## config.mk

```make
export PLATFORM = sky130hd
export DESIGN_NAME = pred_commit_unit
export DESIGN_NICKNAME = d
export VERILOG_FILES = /design/src/rtl/pred_pkg.sv /design/src/rtl/pred_cmp.sv /design/src/rtl/pred_dp.sv /design/src/rtl/pred_ctrl.sv /design/src/rtl/pred_commit_unit.sv
export SDC_FILE = /design/constraint.sdc
export NUM_CORES = 1
export LEC_CHECK = 0
export ABC_AREA = 1
export BUFFER_PORTS_ARGS = -buffer_cell sky130_fd_sc_hd__buf_2
export CAP_MARGIN = 10
export CORE_MARGIN = 3
export CORE_UTILIZATION = 38
export CTS_CLUSTER_SIZE = 30
export DETAILED_ROUTE_END_ITERATION = 8
export HOLD_SLACK_MARGIN = 0.06
export PLACE_DENSITY_LB_ADDON = 0.08
export SYNTH_ARGS = -nofsm -noshare
export SYNTH_HDL_FRONTEND = slang
export SYNTH_SLANG_ARGS = --single-unit
```

## constraint.sdc

```tcl
create_clock -name clk -period 3.61 [get_ports clk]
set_input_delay 0.5415 -clock clk [delete_from_list [all_inputs] [get_ports clk]]
set_output_delay 0.5415 -clock clk [all_outputs]
set_load 0.01 [all_outputs]
```

## src/rtl/pred_pkg.sv

```systemverilog
package pred_pkg;

  typedef enum logic [1:0] {
    REL_EQ = 2'd0,
    REL_NE = 2'd1,
    REL_LT = 2'd2,
    REL_GE = 2'd3
  } predRel_e;

  typedef enum logic [1:0] {
    DEC_NONE    = 2'd0,
    DEC_COMMIT  = 2'd1,
    DEC_DISCARD = 2'd2,
    DEC_SKIP    = 2'd3
  } predDec_e;

  typedef struct packed {
    logic pairWr;   // write the complementary pair
    logic pendSet;  // mark issued destinations as waiting
    logic pendClr;  // clear waiting marks of write-back destinations
  } predStrobe_t;

endpackage

```

## src/rtl/pred_cmp.sv

```systemverilog
module pred_cmp #(
  parameter int DATA_W = 32
) (
  input  logic [DATA_W-1:0] opA,
  input  logic [DATA_W-1:0] opB,
  input  logic [DATA_W-1:0] imm,
  input  logic              useImm,
  input  pred_pkg::predRel_e rel,
  output logic              relTrue
);
  import pred_pkg::*;

  logic [DATA_W-1:0] rhs;
  logic isEq;
  logic isLt;

  assign rhs  = useImm ? imm : opB;
  assign isEq = (opA == rhs);
  assign isLt = ($signed(opA) < $signed(rhs));

  always_comb begin
    unique case (rel)
      REL_EQ:  relTrue = isEq;
      REL_NE:  relTrue = !isEq;
      REL_LT:  relTrue = isLt;
      default: relTrue = !isLt;
    endcase
  end
endmodule

```

## src/rtl/pred_dp.sv

```systemverilog
module pred_dp #(
  parameter int NUM_PRED = 64,
  parameter int DATA_W   = 32,
  localparam int IDX_W   = $clog2(NUM_PRED)
) (
  input  logic                  clk,
  input  logic                  rstN,
  input  pred_pkg::predStrobe_t strobe,
  input  logic [IDX_W-1:0]      issDstJ,
  input  logic [IDX_W-1:0]      issDstK,
  input  logic [IDX_W-1:0]      wbDstJ,
  input  logic [IDX_W-1:0]      wbDstK,
  input  logic [IDX_W-1:0]      wbGuard,
  input  logic [1:0]            wbRel,
  input  logic                  wbUseImm,
  input  logic [DATA_W-1:0]     wbOpA,
  input  logic [DATA_W-1:0]     wbOpB,
  input  logic [DATA_W-1:0]     wbImm,
  input  logic [IDX_W-1:0]      qryPred,
  input  logic [IDX_W-1:0]      cmtPred,
  output logic                  guardVal,
  output logic                  qryVal,
  output logic                  qryPend,
  output logic                  cmtVal,
  output logic                  cmtPend
);
  import pred_pkg::*;

  logic [NUM_PRED-1:1] valQ;
  logic [NUM_PRED-1:1] pendQ;
  logic [NUM_PRED-1:0] predVal;
  logic [NUM_PRED-1:0] pendVec;
  logic                relTrue;

  // Index 0 is a constant true flag that never waits.
  assign predVal = {valQ, 1'b1};
  assign pendVec = {pendQ, 1'b0};

  pred_cmp #(.DATA_W(DATA_W)) uCmp (
    .opA    (wbOpA),
    .opB    (wbOpB),
    .imm    (wbImm),
    .useImm (wbUseImm),
    .rel    (predRel_e'(wbRel)),
    .relTrue(relTrue)
  );

  assign guardVal = predVal[wbGuard];
  assign qryVal   = predVal[qryPred];
  assign qryPend  = pendVec[qryPred];
  assign cmtVal   = predVal[cmtPred];
  assign cmtPend  = pendVec[cmtPred];

  always_ff @(posedge clk) begin
    if (!rstN) begin
      valQ  <= '0;
      pendQ <= '0;
    end else begin
      for (int i = 1; i < NUM_PRED; i++) begin
        if (strobe.pairWr) begin
          // The second destination is written first so the first one wins on overlap.
          if (IDX_W'(i) == wbDstK) valQ[i] <= !relTrue;
          if (IDX_W'(i) == wbDstJ) valQ[i] <= relTrue;
        end
        if (strobe.pendClr && (IDX_W'(i) == wbDstJ || IDX_W'(i) == wbDstK))
          pendQ[i] <= 1'b0;
        if (strobe.pendSet && (IDX_W'(i) == issDstJ || IDX_W'(i) == issDstK))
          pendQ[i] <= 1'b1;
      end
    end
  end

  AST_PAIR_FIRST_WINS: assert property (@(posedge clk) disable iff (!rstN)
    (strobe.pairWr && wbDstJ != '0) |=> predVal[$past(wbDstJ)] == $past(relTrue));

  AST_PAIR_SECOND: assert property (@(posedge clk) disable iff (!rstN)
    (strobe.pairWr && wbDstK != '0 && wbDstK != wbDstJ)
      |=> predVal[$past(wbDstK)] == !$past(relTrue));

  AST_NO_WRITE_HOLDS: assert property (@(posedge clk) disable iff (!rstN)
    !strobe.pairWr |=> $stable(predVal));

  AST_WB_CLEARS_WAIT: assert property (@(posedge clk) disable iff (!rstN)
    (strobe.pendClr && !strobe.pendSet) |=> !pendVec[$past(wbDstJ)]);

  AST_ISSUE_SETS_WAIT: assert property (@(posedge clk) disable iff (!rstN)
    (strobe.pendSet && issDstJ != '0) |=> pendVec[$past(issDstJ)]);
endmodule

```

## src/rtl/pred_ctrl.sv

```systemverilog
module pred_ctrl #(
  parameter int DATA_W = 32
) (
  input  logic                  clk,
  input  logic                  rstN,
  input  logic                  issValid,
  input  logic                  wbValid,
  input  logic                  guardVal,
  input  logic                  cmtValid,
  input  logic                  cmtSpec,
  input  logic [DATA_W-1:0]     cmtResult,
  input  logic                  cmtVal,
  input  logic                  cmtPend,
  output pred_pkg::predStrobe_t strobe,
  output logic                  cmtReady,
  output pred_pkg::predDec_e    decKind,
  output logic [DATA_W-1:0]     decResult
);
  import pred_pkg::*;

  logic     accept;
  predDec_e nextKind;

  always_comb begin
    strobe         = '0;
    strobe.pairWr  = wbValid && guardVal;
    strobe.pendClr = wbValid;
    strobe.pendSet = issValid;
  end

  assign cmtReady = !cmtPend;
  assign accept   = cmtValid && !cmtPend;

  always_comb begin
    if (!accept)     nextKind = DEC_NONE;
    else if (cmtVal) nextKind = DEC_COMMIT;
    else if (cmtSpec) nextKind = DEC_DISCARD;
    else             nextKind = DEC_SKIP;
  end

  always_ff @(posedge clk) begin
    if (!rstN) begin
      decKind   <= DEC_NONE;
      decResult <= '0;
    end else begin
      decKind   <= nextKind;
      decResult <= (nextKind == DEC_COMMIT) ? cmtResult : '0;
    end
  end

  AST_STALL_NO_DECISION: assert property (@(posedge clk) disable iff (!rstN)
    (cmtValid && cmtPend) |=> decKind == DEC_NONE);

  AST_DECISION_NEXT_CYCLE: assert property (@(posedge clk) disable iff (!rstN)
    (cmtValid && !cmtPend) |=> decKind != DEC_NONE);

  AST_FALSE_NEVER_COMMITS: assert property (@(posedge clk) disable iff (!rstN)
    (cmtValid && !cmtVal) |=> decKind != DEC_COMMIT);
endmodule

```

## src/rtl/pred_commit_unit.sv

```systemverilog
module pred_commit_unit #(
  parameter int NUM_PRED = 64,
  parameter int DATA_W   = 32,
  localparam int IDX_W   = $clog2(NUM_PRED)
) (
  input  logic              clk,
  input  logic              rstN,
  input  logic              issValid,
  input  logic [IDX_W-1:0]  issDstJ,
  input  logic [IDX_W-1:0]  issDstK,
  input  logic              wbValid,
  input  logic [IDX_W-1:0]  wbDstJ,
  input  logic [IDX_W-1:0]  wbDstK,
  input  logic [IDX_W-1:0]  wbGuard,
  input  logic [1:0]        wbRel,
  input  logic              wbUseImm,
  input  logic [DATA_W-1:0] wbOpA,
  input  logic [DATA_W-1:0] wbOpB,
  input  logic [DATA_W-1:0] wbImm,
  input  logic [IDX_W-1:0]  qryPred,
  output logic              qryExec,
  output logic              qryPending,
  input  logic              cmtValid,
  input  logic [IDX_W-1:0]  cmtPred,
  input  logic              cmtSpec,
  input  logic [DATA_W-1:0] cmtResult,
  output logic              cmtReady,
  output logic [1:0]        decKind,
  output logic [DATA_W-1:0] decResult
);
  import pred_pkg::*;

  predStrobe_t strobe;
  predDec_e    decKindE;
  logic        guardVal;
  logic        qryVal;
  logic        cmtVal;
  logic        cmtPend;

  pred_dp #(.NUM_PRED(NUM_PRED), .DATA_W(DATA_W)) uDp (
    .clk     (clk),
    .rstN    (rstN),
    .strobe  (strobe),
    .issDstJ (issDstJ),
    .issDstK (issDstK),
    .wbDstJ  (wbDstJ),
    .wbDstK  (wbDstK),
    .wbGuard (wbGuard),
    .wbRel   (wbRel),
    .wbUseImm(wbUseImm),
    .wbOpA   (wbOpA),
    .wbOpB   (wbOpB),
    .wbImm   (wbImm),
    .qryPred (qryPred),
    .cmtPred (cmtPred),
    .guardVal(guardVal),
    .qryVal  (qryVal),
    .qryPend (qryPending),
    .cmtVal  (cmtVal),
    .cmtPend (cmtPend)
  );

  pred_ctrl #(.DATA_W(DATA_W)) uCtrl (
    .clk      (clk),
    .rstN     (rstN),
    .issValid (issValid),
    .wbValid  (wbValid),
    .guardVal (guardVal),
    .cmtValid (cmtValid),
    .cmtSpec  (cmtSpec),
    .cmtResult(cmtResult),
    .cmtVal   (cmtVal),
    .cmtPend  (cmtPend),
    .strobe   (strobe),
    .cmtReady (cmtReady),
    .decKind  (decKindE),
    .decResult(decResult)
  );

  // A waiting flag lets the operation run speculatively.
  assign qryExec = qryVal || qryPending;
  assign decKind = decKindE;

  AST_UNCOND_COMMITS: assert property (@(posedge clk) disable iff (!rstN)
    (cmtValid && cmtPred == '0) |=> decKind == 2'd1);
endmodule

```

==> summary.txt <==
worst reg2reg endpoint = uDp.valQ[45]
Max clock buf depth = 2
peak supply drop = 0.0003538 V
CP Launch Type = primary input
CTS resizes = 0
core area = 33,950 um^2
routed via count = 16,740
worst path required time = 3.07 ns
Mean Syn Cell Area = 5.772 um^2
Port Buffer Count = 215
crit share post-route = 0.8637
TritonCTS clock tree = built
fmax = 320.7 MHz
worst r2r src = uDp.valQ[53]
Root Driver = clkbuf_16
Final min period = 3.118 ns
Final Skew = 0.01453 ns
R2R setup slack = 1.27 ns
Setup TNS Final = 0 ns
Setup Fix Bufs, Post-CTS = 0
initial antenna violation count = 5
routed vias/inst = 5.828
crit path DAT = 2.58 ns
LEAKAGE = 0.006357 uW
Synth Instances = 2,294
wire per inst = 21.04 um
H-tree levels = 4
Inserted Clock Buffers = 17
Reg clk slew, reported paths = 0.07 ns
sequential fraction of the synthesis area = 0.2419
final core utilization = 0.4498
crit path capture type = output pin
Critical Path, Cell by Cell = buf_2, clkinv_1, buf_12, a21oi_1, o21ai_0, o21ai_0, o21ai_0, o221ai_1, o211ai_1, nand2_1, nand3b_1, buf_2
Mapped Area = 13,240 um^2
gpl congestion = 1.006
clock latency on the worst-skew pair = 0.46 ns
HP Start = cmtResult[28]
dpl cells = 2,838
Max stage delay on crit path = 0.32 ns
max-cap viol count = 0
Starting Density = 0.3900
hold_buf cts = 0
drc violations = 0
Hold Vio Cnt, Final = 0
PwrDens = 324.4 nW/um^2
hold path endpoint = uCtrl.decResult[28]
die area = 37,120 um^2
CTS sink cnt = 160
GRT Overall Usage = 0.3151
syn_nets = 2,505
distinct cell type count after synthesis = 38
yosys warns = 0
RSZ-0062 raised after global routing = false
DP Area = 14,680 um^2
number of cell rows = 67
Finished Layout Cells = 2,872
register bit total from synthesis = 160
area delta synth->final = 15.32%
max-slew violations = 0
Design Area, Final = 15,270 um^2
Nets = 2,620
cell repeated most along the worst path = o21ai_0
Chip Height = 192.7 um
DR iter-0 viols = 1,924
layout cells sized above 1 = 0.1259
most frequent cells in the layout = 520 x nand2_1, 368 x nor2_1, 281 x a21oi_1
Overflow after GRT = 0
antenna-violating nets left = 0
worst hold stages = 3
Hold/Removal Path Class = primary input to register
number of global-route vias before repair = 15,040
largest net degree at the start of global routing = 86
Worst-Margin Slew = 1.037 ns
die width = 192.7 um
number of I/O pins = 216
drt pass-1 iters = 6
final WL = 60.44 mm
Slowest-stage cell, CP = o21ai_0
dpl hpwl = 43.36 mm
# setup viols final = 0
critical path fanouts, max = 53
worst reg2reg path depth = 13
status = finished, final reports clean
crit path launch = qryPred[0]
first-pass GRT wire length = 89.45 mm
Worst slew margin = 0.3088
Crit Path Class = primary input to output pin
most common cell after layout, fill and taps aside = nand2_1
[layout make-up]
class	count	area (um^2)
antenna	2	5.005
fill	3702	18680
tap	448	560.5
sequential	160	3203
multi-input combinational	1795	8636
clock inverter	14	143.9
inverter	176	660.6
clock buffer	18	439.2
timing repair buffer	259	1622
[kinds of logic (layout without fill, tap and decap cells)]
family / Yosys count / count (layout) / share of synthesized area
and+or+nand+nor: 1060 / 1060 / 0.3206
AOI/OAI and AO/OA: 671 / 671 / 0.2761
buffers and inverters: 339 / 467 / 0.1069
DFF: 160 / 160 / 0.2419
adders and majority gates: 32 / 32 / 0.03024
muxes: 32 / 32 / 0.02428
other: 0 / 2 / 0
[cells in the mapped netlist]
cell	count	area share
nand3_1	156	0.059
a221oi_1	7	0.0046
nor3_4	1	0.0012
o21bai_1	2	0.0011
nand3b_1	1	0.00057
nand2_2	3	0.0014
nor3_1	3	0.0011
o221ai_1	5	0.0033
o21ai_0	177	0.067
buf_2	36	0.014
nand2_1	520	0.15
nand3_2	2	0.0015
inv_1	171	0.048
o311ai_0	4	0.0026
o21ai_1	26	0.0098
a21oi_2	1	0.00066
ha_1	32	0.030
dfxtp_1	160	0.24
and3_1	1	0.00047
o31ai_1	1	0.00057
mux2_2	1	0.00085
mux2i_1	31	0.023
nand2_4	1	0.00085
nor2_1	368	0.10
o32ai_1	1	0.00066
inv_2	4	0.0011
clkbuf_1	88	0.025
buf_4	8	0.0045
o22ai_1	155	0.073
o211ai_1	8	0.0045
clkinv_1	1	0.00028
nand4_1	3	0.0014
o311ai_1	1	0.00066
a21oi_1	281	0.11
buf_1	22	0.0062
buf_6	9	0.0077
a21o_1	2	0.0011
nand3_4	1	0.0013
[how the worst max path moves through the flow]
stage / endpoint / slack, ns / cells after the start
final: qryExec / 0.49 / 12
after floorplan: uDp.valQ[10] / 0.47 / 17
after CTS: qryExec / 0.54 / 11
after global placement: uDp.valQ[26] / 0.48 / 17
after detailed placement: uDp.valQ[6] / 0.42 / 17
after global routing: cmtReady / 0.31 / 12
[state kept, by name, indices dropped and copies added (netlist names)]
signal / count
uDp.pendQ: 63
uDp.valQ: 63
uCtrl.decResult: 32
uCtrl.decKind: 2
[power breakdown]
| part | internal (uW) | switching [uW] |
|---|---|---|
| logic | 395 | 859 |
| registers | 1790 | 13.7 |
| clock network | 994 | 902 |
| total | 3180 | 1780 |
[stage by stage]
step                hold WS [ns]  power (uW)  setup WS (ns)
floorplan                 0.4399        2602         0.4720
global placement          0.4567        3058         0.4766
detailed placement        0.4673        3064         0.4232
CTS                       0.2826        4947         0.5360
global route              0.2875        5152         0.3144
finish                    0.2934        4954         0.4921
[layer usage]
layer | up-vias | part of all wire | global-route usage
met4 | 6 | 0.048 | 0.1379
met3 | 177 | 0.12 | 0.07629
li1 | 7970 | - | -
met5 | - | 0.00076 | 0
met2 | 1046 | 0.42 | 0.4836
met1 | 7538 | 0.41 | 0.4196
[critical path, delay by kind of cell]
kind | cells | cell delay (ns)
AND/OR/NAND/NOR | 2 | 0.43
AO/OA/AOI/OAI | 6 | 0.93
buffers and inverters | 4 | 0.63
(Power assumes the default switching activity.)
